$ cat src/rtl/memsel_guard_pkg.sv
// Shared types for the memory select guard.
package memsel_guard_pkg;

    // Operating mode of the guard.
    typedef enum logic [1:0] {
        GM_INIT  = 2'd0,  // initialisation held or just released
        GM_FREE  = 2'd1,  // no fault seen: pass-through
        GM_GRACE = 2'd2,  // fault with an access in flight
        GM_HELD  = 2'd3   // fault: selects refused
    } guard_mode_e;

endpackage

$ cat src/rtl/memsel_grace_timer.sv
// Grace window tick counter.
// Counts tick pulses while run is high and flags the pulse that closes the
// window. Assumes GRACE_TICKS >= 1 and that run drops the cycle after expire.
module memsel_grace_timer #(
    parameter int GRACE_TICKS = 15
) (
    input  logic clk,
    input  logic rst_n,
    input  logic run,
    input  logic tick,
    output logic expire
);
    localparam int CW = (GRACE_TICKS < 2) ? 1 : $clog2(GRACE_TICKS + 1);
    localparam logic [CW-1:0] LAST = CW'(GRACE_TICKS - 1);

    logic [CW-1:0] cnt_q;

    // Count ticks inside a window; clear outside one.
    always_ff @(posedge clk) begin
        if (!rst_n || !run) begin
            cnt_q <= '0;
        end else if (tick && (cnt_q != LAST)) begin
            cnt_q <= cnt_q + 1'b1;
        end
    end

    // The window closes on the tick that finds the count at its last value.
    always_comb begin
        expire = run && tick && (cnt_q == LAST);
    end

endmodule

$ cat src/rtl/memsel_mode_fsm.sv
// Mode register of the guard.
// Moves between pass-through, grace and blocking from the fault flag, the
// input select and the timer expiry. Assumes a fault is already combined.
module memsel_mode_fsm
    import memsel_guard_pkg::*;
(
    input  logic        clk,
    input  logic        rst_n,
    input  logic        fault,
    input  logic        sel_in_n,
    input  logic        expire,
    output guard_mode_e mode
);
    guard_mode_e mode_q;
    guard_mode_e mode_d;

    // Next-mode decision.
    always_comb begin
        mode_d = mode_q;
        unique case (mode_q)
            GM_INIT:  mode_d = fault ? GM_HELD : GM_FREE;
            GM_FREE: begin
                if (fault) begin
                    mode_d = sel_in_n ? GM_HELD : GM_GRACE;
                end
            end
            GM_GRACE: begin
                if (!fault) begin
                    mode_d = GM_FREE;
                end else if (sel_in_n || expire) begin
                    mode_d = GM_HELD;
                end
            end
            GM_HELD: begin
                if (!fault) begin
                    mode_d = GM_FREE;
                end
            end
            default:  mode_d = GM_INIT;
        endcase
    end

    // Mode register with synchronous initialisation.
    always_ff @(posedge clk) begin
        if (!rst_n) begin
            mode_q <= GM_INIT;
        end else begin
            mode_q <= mode_d;
        end
    end

    assign mode = mode_q;

endmodule

$ cat src/rtl/memsel_out_gate.sv
// Output gate of the guard.
// Combinational: a select passes unless the block is initialising or
// blocking during a fault. Assumes mode comes from a register.
module memsel_out_gate
    import memsel_guard_pkg::*;
(
    input  guard_mode_e mode,
    input  logic        fault,
    input  logic        sel_in_n,
    output logic        sel_out_n
);
    // Force high when initialising or blocking; otherwise pass through.
    always_comb begin
        unique case (mode)
            GM_INIT:  sel_out_n = 1'b1;
            GM_HELD:  sel_out_n = fault | sel_in_n;
            default:  sel_out_n = sel_in_n;
        endcase
    end

endmodule

$ cat src/rtl/memsel_guard.sv
// Memory select guard, top level.
// Passes the active-low select while the supply is good, grants a bounded
// grace window to an access in flight when a fault appears, then refuses
// selects until the fault clears. Assumes tick is a one-cycle pulse.
module memsel_guard
    import memsel_guard_pkg::*;
#(
    parameter int GRACE_TICKS = 15
) (
    input  logic clk,
    input  logic rst_n,
    input  logic tick,
    input  logic sel_in_n,
    input  logic supply_ok,
    input  logic sup_reset,
    output logic sel_out_n
);
    logic        fault;
    logic        expire;
    guard_mode_e mode;

    // Either supervisor flag raises a fault.
    always_comb begin
        fault = sup_reset | ~supply_ok;
    end

    memsel_grace_timer #(
        .GRACE_TICKS(GRACE_TICKS)
    ) u_timer (
        .clk    (clk),
        .rst_n  (rst_n),
        .run    (mode == GM_GRACE),
        .tick   (tick),
        .expire (expire)
    );

    memsel_mode_fsm u_fsm (
        .clk      (clk),
        .rst_n    (rst_n),
        .fault    (fault),
        .sel_in_n (sel_in_n),
        .expire   (expire),
        .mode     (mode)
    );

    memsel_out_gate u_gate (
        .mode      (mode),
        .fault     (fault),
        .sel_in_n  (sel_in_n),
        .sel_out_n (sel_out_n)
    );

endmodule

$ cat config.mk
export PLATFORM = sky130hd
export DESIGN_NAME = memsel_guard
export DESIGN_NICKNAME = d
export VERILOG_FILES = /design/src/rtl/memsel_guard_pkg.sv /design/src/rtl/memsel_grace_timer.sv /design/src/rtl/memsel_mode_fsm.sv /design/src/rtl/memsel_out_gate.sv /design/src/rtl/memsel_guard.sv
export SDC_FILE = /design/constraint.sdc
export NUM_CORES = 1
export LEC_CHECK = 0
export BUFFER_PORTS_ARGS = -buffer_cell sky130_fd_sc_hd__buf_4
export CORE_AREA = 2 2 39 41
export DETAILED_ROUTE_END_ITERATION = 8
export DIE_AREA = 0 0 41 43
export HOLD_SLACK_MARGIN = 0.03
export PLACE_DENSITY = 0.42
export SYNTH_ARGS = -nofsm -noshare
export SYNTH_HDL_FRONTEND = slang
export SYNTH_HIERARCHICAL = 1
export SYNTH_SLANG_ARGS = --single-unit
$ cat constraint.sdc
create_clock -name clk -period 1.5 [get_ports clk]
set_input_delay 0.375 -clock clk [delete_from_list [all_inputs] [get_ports clk]]
set_output_delay 0.375 -clock clk [all_outputs]
set_load 0.005 [all_outputs]
After elaboration in Yosys (flattened, before gate mapping)
Index checks and enable logic that the tools add are counted.
- memories: 0
- word-level logic and storage cells: 31
- output and inout bits: 1
- bits in registers: 6
- input port bits: 6
- ROM bits: 0
- memory bits (writable): 0
- bits in latches: 0
- add/sub/neg operators: 1
- equal/unequal tests: 8
- bitwise gates (word level): 3
- multiplexer cells: 8
- reductions and logical operators: 9
- divide/modulo/power cells: 0
- $lt $le $gt $ge: 0
- multiply operators: 0
- shift operators: 0
- operators by type and width (kind ; count):
    two-way mux 2 bit ; 5
    case mux 2 bit (4 select lines) ; 1
    adder 4 x 1 -> 4 bit (second input constant) ; 1
    equality test 2 bit (second input constant) ; 2
    equality test 4 bit (second input constant) ; 1
    != test 4 bit (second input constant) ; 1
    logical AND 1 bit ; 3
    != test 3 bit (second input constant) ; 1
    AND reduction 3 bit ; 1
    equality test 2 x 1 -> 1 bit (second input constant) ; 1
    zero test 1 bit ; 2
    zero test 2 bit ; 1
    logical OR 1 bit ; 2
    != test 2 x 1 -> 1 bit (second input constant) ; 1
    != test 2 bit (second input constant) ; 1
    OR 1 bit ; 2
    case mux 1 bit (2 select lines) ; 1
    two-way mux 1 bit ; 1
    inverter 1 bit ; 1

Longest topological paths before layout
- depth in word-level cells: 7
- mapped depth: 5
- gate-level depth less buffers: 5

Cells and area by module
Netlist, hierarchy kept.
- modules (own cells, without submodules) (module ; instances ; seq. area each (sq um) ; area an instance (sq um) ; cells an instance):
    memsel_grace_timer ; 1 ; 80.1 ; 216.5 ; 25
    memsel_mode_fsm ; 1 ; 40.0 ; 80.1 ; 6
    memsel_out_gate ; 1 ; 0.0 ; 52.6 ; 6
    memsel_guard ; 1 ; 0.0 ; 20.0 ; 2

Least setup slack after synthesis
Ideal clock, no wire load.
- path type: register -> output
- from: register u_fsm.mode_q[0] (netlist: u_fsm/mode[0])
- to: output port sel_out_n
- buffers on the path: 0
- setup slack: 0.035 ns
- cell stages (with the launch flop): 5
- data arrival time: 1.090 ns
- required time: 1.125 ns
- cell sequence: dfxtp_1 -> inv_1 -> ha_1 -> o21ba_1 -> o32a_1
- cells in the longest elaborated chain, start to end: 2
- elaborated cells between the ends (all ways): 3
- classes of those cells: eq/ne: 1; mux: 1; reduce/logical: 1
- RTL lines (element ; RTL line ; text):
    start: declaration ; memsel_mode_fsm.sv:14 ; guard_mode_e mode_q;
    start signal: assignment ; memsel_mode_fsm.sv:48 ; mode_q <= mode_d;
    equality test 2 bit or zero test 2 bit (tied branches) ; memsel_out_gate.sv:14 ; unique case (mode)
    case mux 1 bit (2 select lines) * ; memsel_out_gate.sv:14 ;
    end: declaration ; memsel_guard.sv:16 ; output logic sel_out_n
Every way passes the cells marked *; elsewhere a longest branch is shown, timed or not.

Worst setup path in the final report
- from: register u_fsm.mode_q[1] (netlist: u_fsm/mode[1])
- to: output port sel_out_n
The elaborated chain is that of the path after synthesis.

==> reports/qor.yml <==
synth-edff-count: 0
synth-main-ff-cell: "dfxtp_1"
power_density_nw_per_um2: 783
power.leakage_nw: 0.210
die_area_um2: 1760
placed_cells: 64
crit_path_cell_trace: "buf_6 -> ha_2 -> o32a_1 -> buf_4"
viasPerCell: 5.00
die_h_um: 43
reg2reg_depth: 3
route.detailed.drc: 0
finalSetupViolations: 1
startpoint: "u_fsm/mode[1]"
final_cells: 68
cp-start-kind: "register"
dieWidth_um: 41
grt_pass1_wl_um: 1370
gp_congestion: 0.665
vias: 340
fin_util_pct: 37.7
violations: "setup timing"
wire_per_inst_um: 11.4
register_area_um2: 128
drv_cap: 0
fill_cells: 144
drive_gt1_share_pct: 48.1
coreArea_um2: 1380
r2r-end: "u_fsm/mode[0]"
rr_startpoint: "u_fsm/mode[0]"
fin_skew_ps: 7.62
place_area_um2: 457
rsz0062_at_grt: "yes"
dr.first_iter.drc_count: 4
setup_tns_ps: -191
tightest_slew_ps: 215
rows: 14
htreeDepth: 1
cts.sinks: 6
critPathCaptureType: "output pin"
portBuffers: 6
synth_nets: 49
cts_made_buffers: 3
final_hold_viol_count: 0
syn2layout_area_growth_pct: 41.4
maxSlewHeadroom_pct: 85.6
multi_input_area_um2: 255
vdd_drop_max_mv: 0.583
fin_ws_ps: -191
slowest_delay_ps: 350
cts_tree: "done"
final_cell_area_um2: 522
ys_ff_latch: 6
hp-class: "input port to register"
critPathMaxFanout: 3
synth_area_per_cell_um2: 9.46
antenna_found_initial: 0
cpMaxStageDelayCell: "dfxtp_4"
first_pass_iters: 4
insertion_delay_ps: 250
grt_max_degree: 9
clock.fmax_mhz: 591
drt-total-wl_um: 777
drtAntennaViolNets: 0
grt_pass1_vias: 356
synth_cells: 39
critical_path_class: "register to output pin"
synth_area_um2: 369
post-route-period-util_pct: 113
cts_root_buf: "clkbuf_4"
cp.arrival_ps: 1320
layout.nets: 64
period_needed_ps: 1690
initial_core_util_pct: 26.7
rrSetupSlack_ps: 170
globalRouteOverflowTotal: 0
clkTransAtPathRegs_ps: 40
status: "finished with violations"
drv_slew: 0
cts_max_path_buffers: 2
grt_usage_pct: 11.6
required_ps: 1120
ioPinCount: 7
yosysSeqAreaShare_pct: 32.5
n_antenna_cell: 0
ys_types: 23
async_flop_share_pct: 0
dp_hpwl_um: 607
yosysWarnings: 6
cp-endpoint: "sel_out_n"
-- cell usage in the layout, fill, tap and decap left out, drive strengths merged, types with 3 or more instances in the layout --
cell type	instances
nand3	3
inv	4
buf	10
ha	4
dfxtp	6
a21oi	3
clkbuf	3
-- logic make-up (layout without fill, tap and decap cells) --
family / Yosys count / count (layout) / synth area share (%)
simple gates: 16 / 16 / 31.5
compound gates: 9 / 9 / 18.3
flops: 6 / 6 / 32.5
fa+ha+maj: 4 / 4 / 13.6
buf+inv: 4 / 17 / 4.07
-- where the power goes --
group / switching [mW] / internal, mW
sequential: 0.00713 / 0.165
clock: 0.0593 / 0.0906
combinational: 0.0311 / 0.0556
total: 0.0975 / 0.311
-- how the worst min path moves through the flow --
stage                     startpoint          endpoint  slack, ps  cells past startpoint
floorplan           u_timer/cnt_q[3]  u_timer/cnt_q[3]        480                      2
global placement    u_timer/cnt_q[3]  u_timer/cnt_q[3]        490                      2
detailed placement  u_timer/cnt_q[3]  u_timer/cnt_q[3]        510                      2
CTS                            rst_n     u_fsm/mode[1]        370                      2
global route                   rst_n     u_fsm/mode[1]        370                      2
finish                         rst_n     u_fsm/mode[1]        380                      2
-- stage by stage --
| step | setup slack, ps | hold slack [ps] | power, mW |
|---|---|---|---|
| CTS | -197 | 366 | 0.414 |
| finish | -191 | 376 | 0.409 |
| global placement | -0.0977 | 494 | 0.241 |
| detailed placement | -30.4 | 514 | 0.244 |
| global route | -249 | 365 | 0.435 |
| floorplan | 35.1 | 481 | 0.209 |
-- what timing repair did --
| item | CTS | global route |
|---|---|---|
| setup buffers | 1 | 0 |
| hold endpoints to repair | 0 | 0 |
| gates cloned | 0 | 0 |
| endpoints found under the setup margin | 1 | 1 |
| resized for setup | 7 | 4 |
| hold buffers | 0 | 0 |
| pin swaps | 2 | 0 |
-- flip-flops by register name, summed over array words and instances, names as in the netlist --
register	cells
u_fsm/mode	2
u_timer/cnt_q	4
-- Yosys cell counts (2+ instances only) --
master	instances	area share, %
dfxtp_1	6	33
ha_1	4	14
inv_1	4	4.1
a21oi_1	3	4.1
a211oi_1	2	4.1
nand2_1	2	2.0
nand3_1	2	2.7
-- layout make-up --
cell class / instances / area share [%]
Clock buffer: 3 / 4.32
Inverter: 4 / 3.36
Multi-Input combinational cell: 29 / 48.9
Sequential cell: 6 / 24.5
Tap cell: 16 / 3.84
Timing Repair Buffer: 10 / 15.1
-- worst max-delay path, delay by kind of cell (launching register included) --
kind | cells | cell delay [ps]
buffers and inverters | 2 | 240
adder cells (fa/ha/maj) | 1 | 150
flip-flops | 1 | 350
AO/OA/AOI/OAI | 1 | 330
-- per-layer routing --
metal  GRT usage (%)  wire length [um]  vias to the layer above
met5               0                 0                        -
met4            2.00                 0                        0
met3            7.85                19                        0
met2            16.9               382                        2
met1            14.0               375                      167
li1                -                 -                      171
(Power assumes the default switching activity.)
